--- config.mk ---
export PLATFORM = sky130hd
export DESIGN_NAME = way_gate_ctrl
export DESIGN_NICKNAME = d
export VERILOG_FILES = /design/src/rtl/way_gate_ctrl.sv
export SDC_FILE = /design/constraint.sdc
export NUM_CORES = 1
export LEC_CHECK = 0
export ABC_AREA = 1
export BUFFER_PORTS_ARGS = -buffer_cell sky130_fd_sc_hd__buf_2
export CORE_MARGIN = 3
export CORE_UTILIZATION = 50
export CTS_CLUSTER_DIAMETER = 30
export CTS_CLUSTER_SIZE = 10
export DETAILED_ROUTE_END_ITERATION = 7
export PLACE_DENSITY = 0.78
export SLEW_MARGIN = 20
export SYNTH_ARGS = -nofsm -noshare
export SYNTH_HDL_FRONTEND = slang
export SYNTH_SLANG_ARGS = --single-unit
export TNS_END_PERCENT = 10
--- constraint.sdc ---
create_clock -name clk -period 2.3 [get_ports clk]
set_input_delay 0.23 -clock clk [delete_from_list [all_inputs] [get_ports clk]]
set_output_delay 0.23 -clock clk [all_outputs]
set_load 0.005 [all_outputs]
--- src/rtl/way_gate_ctrl.sv ---
module way_gate_ctrl #(
  parameter int NWAYS    = 8,
  parameter int STEP     = 2,
  parameter int CORE_LVL = 2,
  parameter int DW       = 3,
  localparam int WW = $clog2(NWAYS),
  localparam int CW = $clog2(NWAYS + 1)
) (
  input  logic          clk,
  input  logic          rst_n,
  input  logic [DW-1:0] idle_lvl,
  output logic          flush_req,
  output logic [WW-1:0] flush_way,
  input  logic          flush_ack,
  output logic [NWAYS-1:0] way_pwr,
  output logic          save_req,
  input  logic          save_ack,
  output logic          restore_req,
  input  logic          restore_ack,
  output logic          core_pwr,
  output logic [CW-1:0] ways_on,
  output logic          busy
);

  typedef enum logic [1:0] {S_IDLE, S_SAVE, S_FLUSH, S_REST} st_t;
  st_t st;

  function automatic logic [CW-1:0] target_on(input logic [DW-1:0] lvl);
    int off;
    if (int'(lvl) < CORE_LVL) off = 0;
    else off = (int'(lvl) - CORE_LVL + 1) * STEP;
    if (off > NWAYS - 1) off = NWAYS - 1;
    return CW'(NWAYS - off);
  endfunction

  logic [CW-1:0] tgt;
  logic          deep;

  assign tgt         = target_on(idle_lvl);
  assign deep        = int'(idle_lvl) >= CORE_LVL;
  assign flush_req   = (st == S_FLUSH);
  assign save_req    = (st == S_SAVE);
  assign restore_req = (st == S_REST);
  assign flush_way   = WW'(ways_on - CW'(1));
  assign busy        = (st != S_IDLE) || (ways_on != tgt) || (core_pwr == deep);

  for (genvar i = 0; i < NWAYS; i++) begin : g_pwr
    assign way_pwr[i] = (ways_on > CW'(i));
  end

  always_ff @(posedge clk or negedge rst_n) begin
    if (!rst_n) begin
      st       <= S_IDLE;
      ways_on  <= CW'(NWAYS);
      core_pwr <= 1'b1;
    end else begin
      case (st)
        S_IDLE: begin
          if (deep && core_pwr)          st <= S_SAVE;
          else if (ways_on > tgt)        st <= S_FLUSH;
          else if (ways_on < tgt)        ways_on <= ways_on + CW'(1);
          else if (!deep && !core_pwr) begin
            core_pwr <= 1'b1;
            st       <= S_REST;
          end
        end
        S_SAVE: if (save_ack) begin
          core_pwr <= 1'b0;
          st       <= S_IDLE;
        end
        S_FLUSH: if (flush_ack) begin
          ways_on <= ways_on - CW'(1);
          st      <= S_IDLE;
        end
        S_REST: if (restore_ack) st <= S_IDLE;
        default: st <= S_IDLE;
      endcase
    end
  end

endmodule

## After elaboration in Yosys (flattened, before gate mapping)

Cells that the tools add are included.

- Divide/modulo/power cells: 0
- $lt $le $gt $ge: 13
- Bitwise logic cells: 0
- Mux-type cells: 21
- Add/subtract/negate cells: 5
- Reduce and logical (&&, ||, !) cells: 13
- Shifts and indexed selects: 0
- Multiply operators: 0
- Eq/ne operators: 15

Operators by type and width:

| cell | number |
|---|---|
| 32-bit by 4-bit greater-than comparator with 1-bit output, second input constant | 1 |
| 32-bit two-way mux | 1 |
| 4-bit two-way mux | 5 |
| 4-bit by 3-bit greater-than comparator with 1-bit output, second input constant | 4 |
| 2-bit two-way mux | 7 |
| 2-bit inequality test, second input constant | 5 |
| 5-bit AND reduction | 2 |
| 4-bit by 1-bit greater-than comparator with 1-bit output, second input constant | 2 |
| 4-bit by 2-bit greater-than comparator with 1-bit output, second input constant | 2 |
| 4-bit inequality test, second input constant | 2 |
| 2-bit case mux with 4 select lines | 1 |
| 4-bit case mux with 2 select lines | 1 |
| 2-bit by 1-bit inequality test with 1-bit output, second input constant | 3 |
| 6-bit AND reduction | 1 |
| 2-bit nonzero test | 3 |
| 4-bit by 2-bit adder with 5-bit output, second input constant | 1 |
| 1-bit two-way mux | 5 |
| 4-bit by 1-bit adder with 4-bit output, second input constant | 1 |
| 2-bit equality test, second input constant | 2 |
| 4-bit greater-than comparator | 1 |
| 4-bit < comparator | 1 |
| 4-bit inequality test | 1 |
| 3-bit by 2-bit subtractor with 4-bit output, second input constant | 1 |
| 4-bit by 1-bit subtractor with 4-bit output, second input constant | 1 |
| other kinds (10) | 13 |

- ROM bits: 0
- Latch bits: 0
- Memory bits (writable): 0
- Word-level logic and storage cells: 70
- Register bits after elaboration: 7
- Memories: 0

## Depth between registers and ports, before layout

- Word-level depth: 11
- Mapped depth: 18

## Worst setup path before layout

No wires, ideal clock.

- Path type: input -> register
- Start point: input idle_lvl[1]
- End point: register st[0]
- Stages: 13
- Data arrival time: 2.118 ns
- Setup slack: 0.065 ns
- Data required time: 2.182 ns
- Buffers on the path: 0
- Path through: inv_1 > ha_1 > or2_1 > nand3_1 > inv_2 > a211o_1 > ha_1 > a21oi_1 > nand2_1 > a21oi_1 > nand2_1 > nand3b_1 > nand2_1

- Cells in the longest elaborated chain, start to end: 10

RTL lines:

| item | line | text |
|---|---|---|
| from (decl) | 11 | `input logic [DW-1:0] idle_lvl,` |
| 3-bit by 2-bit subtractor with 4-bit output | 31 | `else off = (int'(lvl) - CORE_LVL + 1) * STEP;` |
| 4-bit by 2-bit adder with 5-bit output | 31 |  |
| 32-bit two-way mux | 30 | `if (int'(lvl) < CORE_LVL) off = 0;` |
| 32-bit by 4-bit greater-than comparator with 1-bit output | 32 | `if (off > NWAYS - 1) off = NWAYS - 1;` |
| 4-bit two-way mux | 32 |  |
| 4-bit subtractor | 33 | `return CW'(NWAYS - off);` |
| 4-bit greater-than comparator | 60 | `else if (ways_on > tgt) st <= S_FLUSH;` |
| 2-bit two-way mux | 60 |  |
| 2-bit two-way mux | 59 | `if (deep && core_pwr) st <= S_SAVE;` |
| 2-bit case mux with 4 select lines | 57 | `case (st)` |
| to (signal assigned) | 59 |  |
| to (signal assigned) | 60 |  |
| to (signal assigned) | 64 | `st <= S_REST;` |
| to (decl) | 26 | `st_t st;` |

Several ways; a longest one is shown, not always the timed one.
A chain may end at the register's enable or synchronous reset.

## Worst setup path in the final report

- Start point: input idle_lvl[1]
- End point: output busy

- Cells in the longest elaborated chain, start to end: 9

RTL lines:

| item | line | text |
|---|---|---|
| 3-bit by 2-bit subtractor with 4-bit output | 31 |  |
| 4-bit by 2-bit adder with 5-bit output | 31 |  |
| 32-bit two-way mux | 30 |  |
| 32-bit by 4-bit greater-than comparator with 1-bit output | 32 |  |
| 4-bit two-way mux | 32 |  |
| 4-bit subtractor | 33 |  |
| 4-bit inequality test | 45 | `assign busy = (st != S_IDLE) \|\| (ways_on != tgt) \|\| (core_pwr == deep);` |
| 1-bit logical OR | 45 |  |
| 1-bit logical OR (*) | 45 |  |
| to (decl) | 22 | `output logic busy` |

Every way passes the cells marked *; elsewhere a longest branch is shown, timed or not.

==> summary by stage <==
Power
The share of total power dissipated in combinational logic is 0.750. The share of total power dissipated in sequential elements is 0.184. The analysis attributes to cell leakage a power of 0.0007112 uW. The internal power of the cells totals 807.6 uW. The worst supply voltage drop on vdd is 0.9967 mV. The share of total power dissipated in the clock network is 0.066. In this run the power density over the cells is 1279 mW/mm^2. The switching power as a share of total power is 0.5111. The net switching power is 844.4 uW.

Job
The max-cap check violation count is 0.

Synthesis
The area fraction of the dominant cell type after synthesis is 0.2078. The total of warnings raised by yosys is 0. Among all flip-flop cells after synthesis, the most frequent one is sky130_fd_sc_hd__dfrtp_1.

The cell count after synthesis came out at 131. Counting flops with a built-in enable in the synthesized netlist gives 0. In this run, distinct cell masters in the synthesized netlist total 27. The cell accounting for the most synthesized area is sky130_fd_sc_hd__ha_1. The flop and latch count out of synthesis is 7.

The cell area after synthesis is 903.4 um^2. Each instance of the synthesized netlist takes up on average 6.896 um^2. The number of nets in the synthesized netlist is 154.

In the post-synthesis netlist, the biggest area contributors are sky130_fd_sc_hd__ha_1 (21%), sky130_fd_sc_hd__dfrtp_1 (14%), sky130_fd_sc_hd__nand2_1 (14%), sky130_fd_sc_hd__inv_1 (9.6%), sky130_fd_sc_hd__dfstp_2 (5.8%). After synthesis, the share of flip-flops with an asynchronous set or reset is 1.000. The register area share after synthesis is 0.1967.

STA
The number of hold violations in the final report came to 0. At the pin with the least slew margin, the transition time is 296.3 ps. The max-slew headroom at the worst pin is 0.8024. Based on the critical path, the design can be clocked at up to 444.9 MHz. In the finished design, the share of the clock period the worst path needs comes to 0.9772.

The time the worst path needs with I/O delays and setup is 2248 ps. The total count of max-transition violations in the final report came to 0. Clock skew on the completed layout was measured at 3.372 ps. Setup slack on the critical path of the routed design comes to 52.47 ps. Across all hold checks on the routed design, the worst slack comes to 279.6 ps. The final setup violation count is 0.

Placed design
Including well taps, the total number of placed cells is 185. The placement-stage cell area is 0.001097 mm^2. Detailed placement finished with a half-perimeter wire length of 1.608 mm. The count of port buffers added during placement is 27.

The post-placement setup slack is -190.3 ps. The congestion estimate from routability-driven global placement came to 0.7716.

CTS
The H-tree depth is 1. Counting along the longest clock path gives a buffer depth of 2. After clock tree synthesis, the clock-pin slew on the worst setup and hold paths is 50 ps. TritonCTS built the clock tree.

For the worst-skew pair, the clock arrives at the later sink with an insertion delay of 250 ps. Clock tree synthesis inserted a total of 3 buffers. The number of clock sinks is 7.

The cell sitting at the root of the clock tree is a sky130_fd_sc_hd__clkbuf_4.

Final layout
Once layout is done, the placed cells without fillers occupy 0.001291 mm^2. The final cell count without fillers is 197. 0 antenna diodes ended up in the layout. The count of nets after finishing is 197.

The fraction of layout cells with a size suffix above 1 is 0.4220. Measured on the finished design, the core utilization comes to 0.8100. The area overhead of the layout relative to synthesis is 42.94%.

Global routing
The aggregate global-route resource usage is 0.1702. Summed over all layers, the global routing overflow is 0. The initial antenna violation count is 0. Entering global routing, the biggest net connects 9 pins. The via count of the first global-routing pass is 781.

The first global-routing pass estimated 3.222 mm of wire.

Route
The number of vias per cell is 4.726. In the routed design, unresolved DRC markers number 0. Once detail routing completed, the nets flagged for antenna violations numbered 0. The sum of routed wire length over all layers is 2.272 mm. The first-pass iteration count of the detailed router is 4.

Dividing the detail-routed wire length by the instance count gives 11.53 um. The routed layout has 931 vias. The initial DRC count is 27.

Setup path
The class of the most critical setup path is in2out. The critical path data required time is 2070 ps. The startpoint of the worst-slack reg-to-reg timing path is ways_on[3]$_DFFE_PN1P_.

The launching element of the worst setup path is idle_lvl[1]. The number of cell instances on the worst register-to-register path is 7. The nature of the critical path startpoint is a primary input. In this run the worst path has a maximum fanout of 3. The capturing point of the worst reg2reg path is ways_on[0]$_DFFE_PN0P_. The minimum setup slack among reg-to-reg paths is 580 ps. The worst setup path is captured at an output port.

At the worst endpoint, the arrival time is 2020 ps.

Worst hold path
The type of the most critical hold path is in2reg. Counting instances, the worst hold path has a depth of 4. The beginning of the worst hold path is flush_ack. The path with the worst hold slack has its endpoint at st[1]$_DFFE_PN0P_.

Die
In this run the core area contains 14 standard-cell rows. The die covers 0.002353 mm^2. The number of top-level pins is 28. The floorplan die width is 48.51 um. The die height is 48.51 um. The effective utilization at floorplan is 0.5667. The core region is 0.001594 mm^2.

Run status
The flow ran to the end, and the final reports show no timing, DRC or antenna violations.
cell families after synthesis:
| logic type | synth area share |
|---|---|
| buffers and inverters | 0.1260 |
| adders and majority gates | 0.2078 |
| AOI/OAI and AO/OA | 0.1067 |
| xor gates and xnor gates | 0.05817 |
| DFF | 0.1967 |
| and+or+nand+nor | 0.3047 |
metal layers:
metal  global-route usage  routed length, um  vias up
li1                     -                  -      490
met1               0.1985                967      420
met2               0.3165               1230       17
met3              0.02147                 56        4
met4              0.06161                 17        0
met5                    0                  0        -
cells in the mapped netlist (2+ instances only):
cell type,number
sky130_fd_sc_hd__nand2_1,33
sky130_fd_sc_hd__nand3_1,9
sky130_fd_sc_hd__ha_1,15
sky130_fd_sc_hd__a21oi_1,4
sky130_fd_sc_hd__dfstp_2,2
sky130_fd_sc_hd__nor2_1,6
sky130_fd_sc_hd__or2_1,2
sky130_fd_sc_hd__inv_2,5
sky130_fd_sc_hd__o21ai_0,5
sky130_fd_sc_hd__dfrtp_1,5
sky130_fd_sc_hd__inv_1,23
sky130_fd_sc_hd__o21ai_2,2
sky130_fd_sc_hd__xor2_1,5
sky130_fd_sc_hd__nand4_1,2
how the worst max path moves through the flow:
stage                   endpoint  slack, ps  cells past startpoint
6_report                    busy         50                     15
5_1_grt                     busy        -60                     15
4_1_cts                     busy          5                     14
3_5_place_dp   st[0]$_DFFE_PN0P_       -190                     14
3_3_place_gp   st[0]$_DFFE_PN0P_        -80                     14
2_1_floorplan  st[0]$_DFFE_PN0P_         60                     13
cell usage in the layout, fill, tap and decap left out, drive strengths merged:
cell,instances
nand3b,1
inv,28
clkbuf,4
xnor2,1
dlygate4sd3,1
or2,4
nand2,35
ha,15
buf,39
o21ai,8
xor2,5
a211o,1
nor2,7
dfstp,2
nand3,10
nand4,2
a21oi,5
dfrtp,5
power groups by stage:
stage,Combinational (uW),Sequential [uW],Clock [uW]
floorplan,786,278,0
detailed placement,1100,303,0
global route,1390,322,123
global placement,1080,300,0
finish,1240,304,109
CTS,1120,301,114
sequential cells by signal, summed over array words and instances (netlist names):
signal    count
core_pwr      1
st            2
ways_on       4
worst max-delay path: stages:
cell	delay, ps
sky130_fd_sc_hd__buf_6	100
sky130_fd_sc_hd__inv_4	70
sky130_fd_sc_hd__ha_4	190
sky130_fd_sc_hd__or2_4	240
sky130_fd_sc_hd__nand3_4	70
sky130_fd_sc_hd__inv_2	40
sky130_fd_sc_hd__a211o_1	320
sky130_fd_sc_hd__nand3_1	140
sky130_fd_sc_hd__ha_1	160
sky130_fd_sc_hd__nand2_2	50
sky130_fd_sc_hd__inv_2	70
sky130_fd_sc_hd__nand3_4	70
sky130_fd_sc_hd__nor2_2	110
sky130_fd_sc_hd__nand2_1	50
sky130_fd_sc_hd__buf_2	120
metrics by stage:
stage	setup TNS [ps]	power, uW
3_3_place_gp	-227.8	1375
2_1_floorplan	0	1065
6_report	0	1652
5_1_grt	-164.4	1834
4_1_cts	0	1531
3_5_place_dp	-893.8	1401
what timing repair did:
action | CTS | global route
pin swaps | 0 | 10
endpoints found under the setup margin | 1 | 7
hold buffers | 1 | 0
hold endpoints to repair | 5 | 0
gates resized for setup | 2 | 21
setup buffers | 0 | 7
cell type report:
cell class / count / area, um^2
fillers: 117 / 302.8
flip-flops and latches: 7 / 177.7
well taps: 24 / 30.03
repair buffers: 40 / 247.7
multi-input cells: 94 / 701.9
inverters: 28 / 107.6
clock buffers: 4 / 26.28
(Power assumes the default switching activity.)
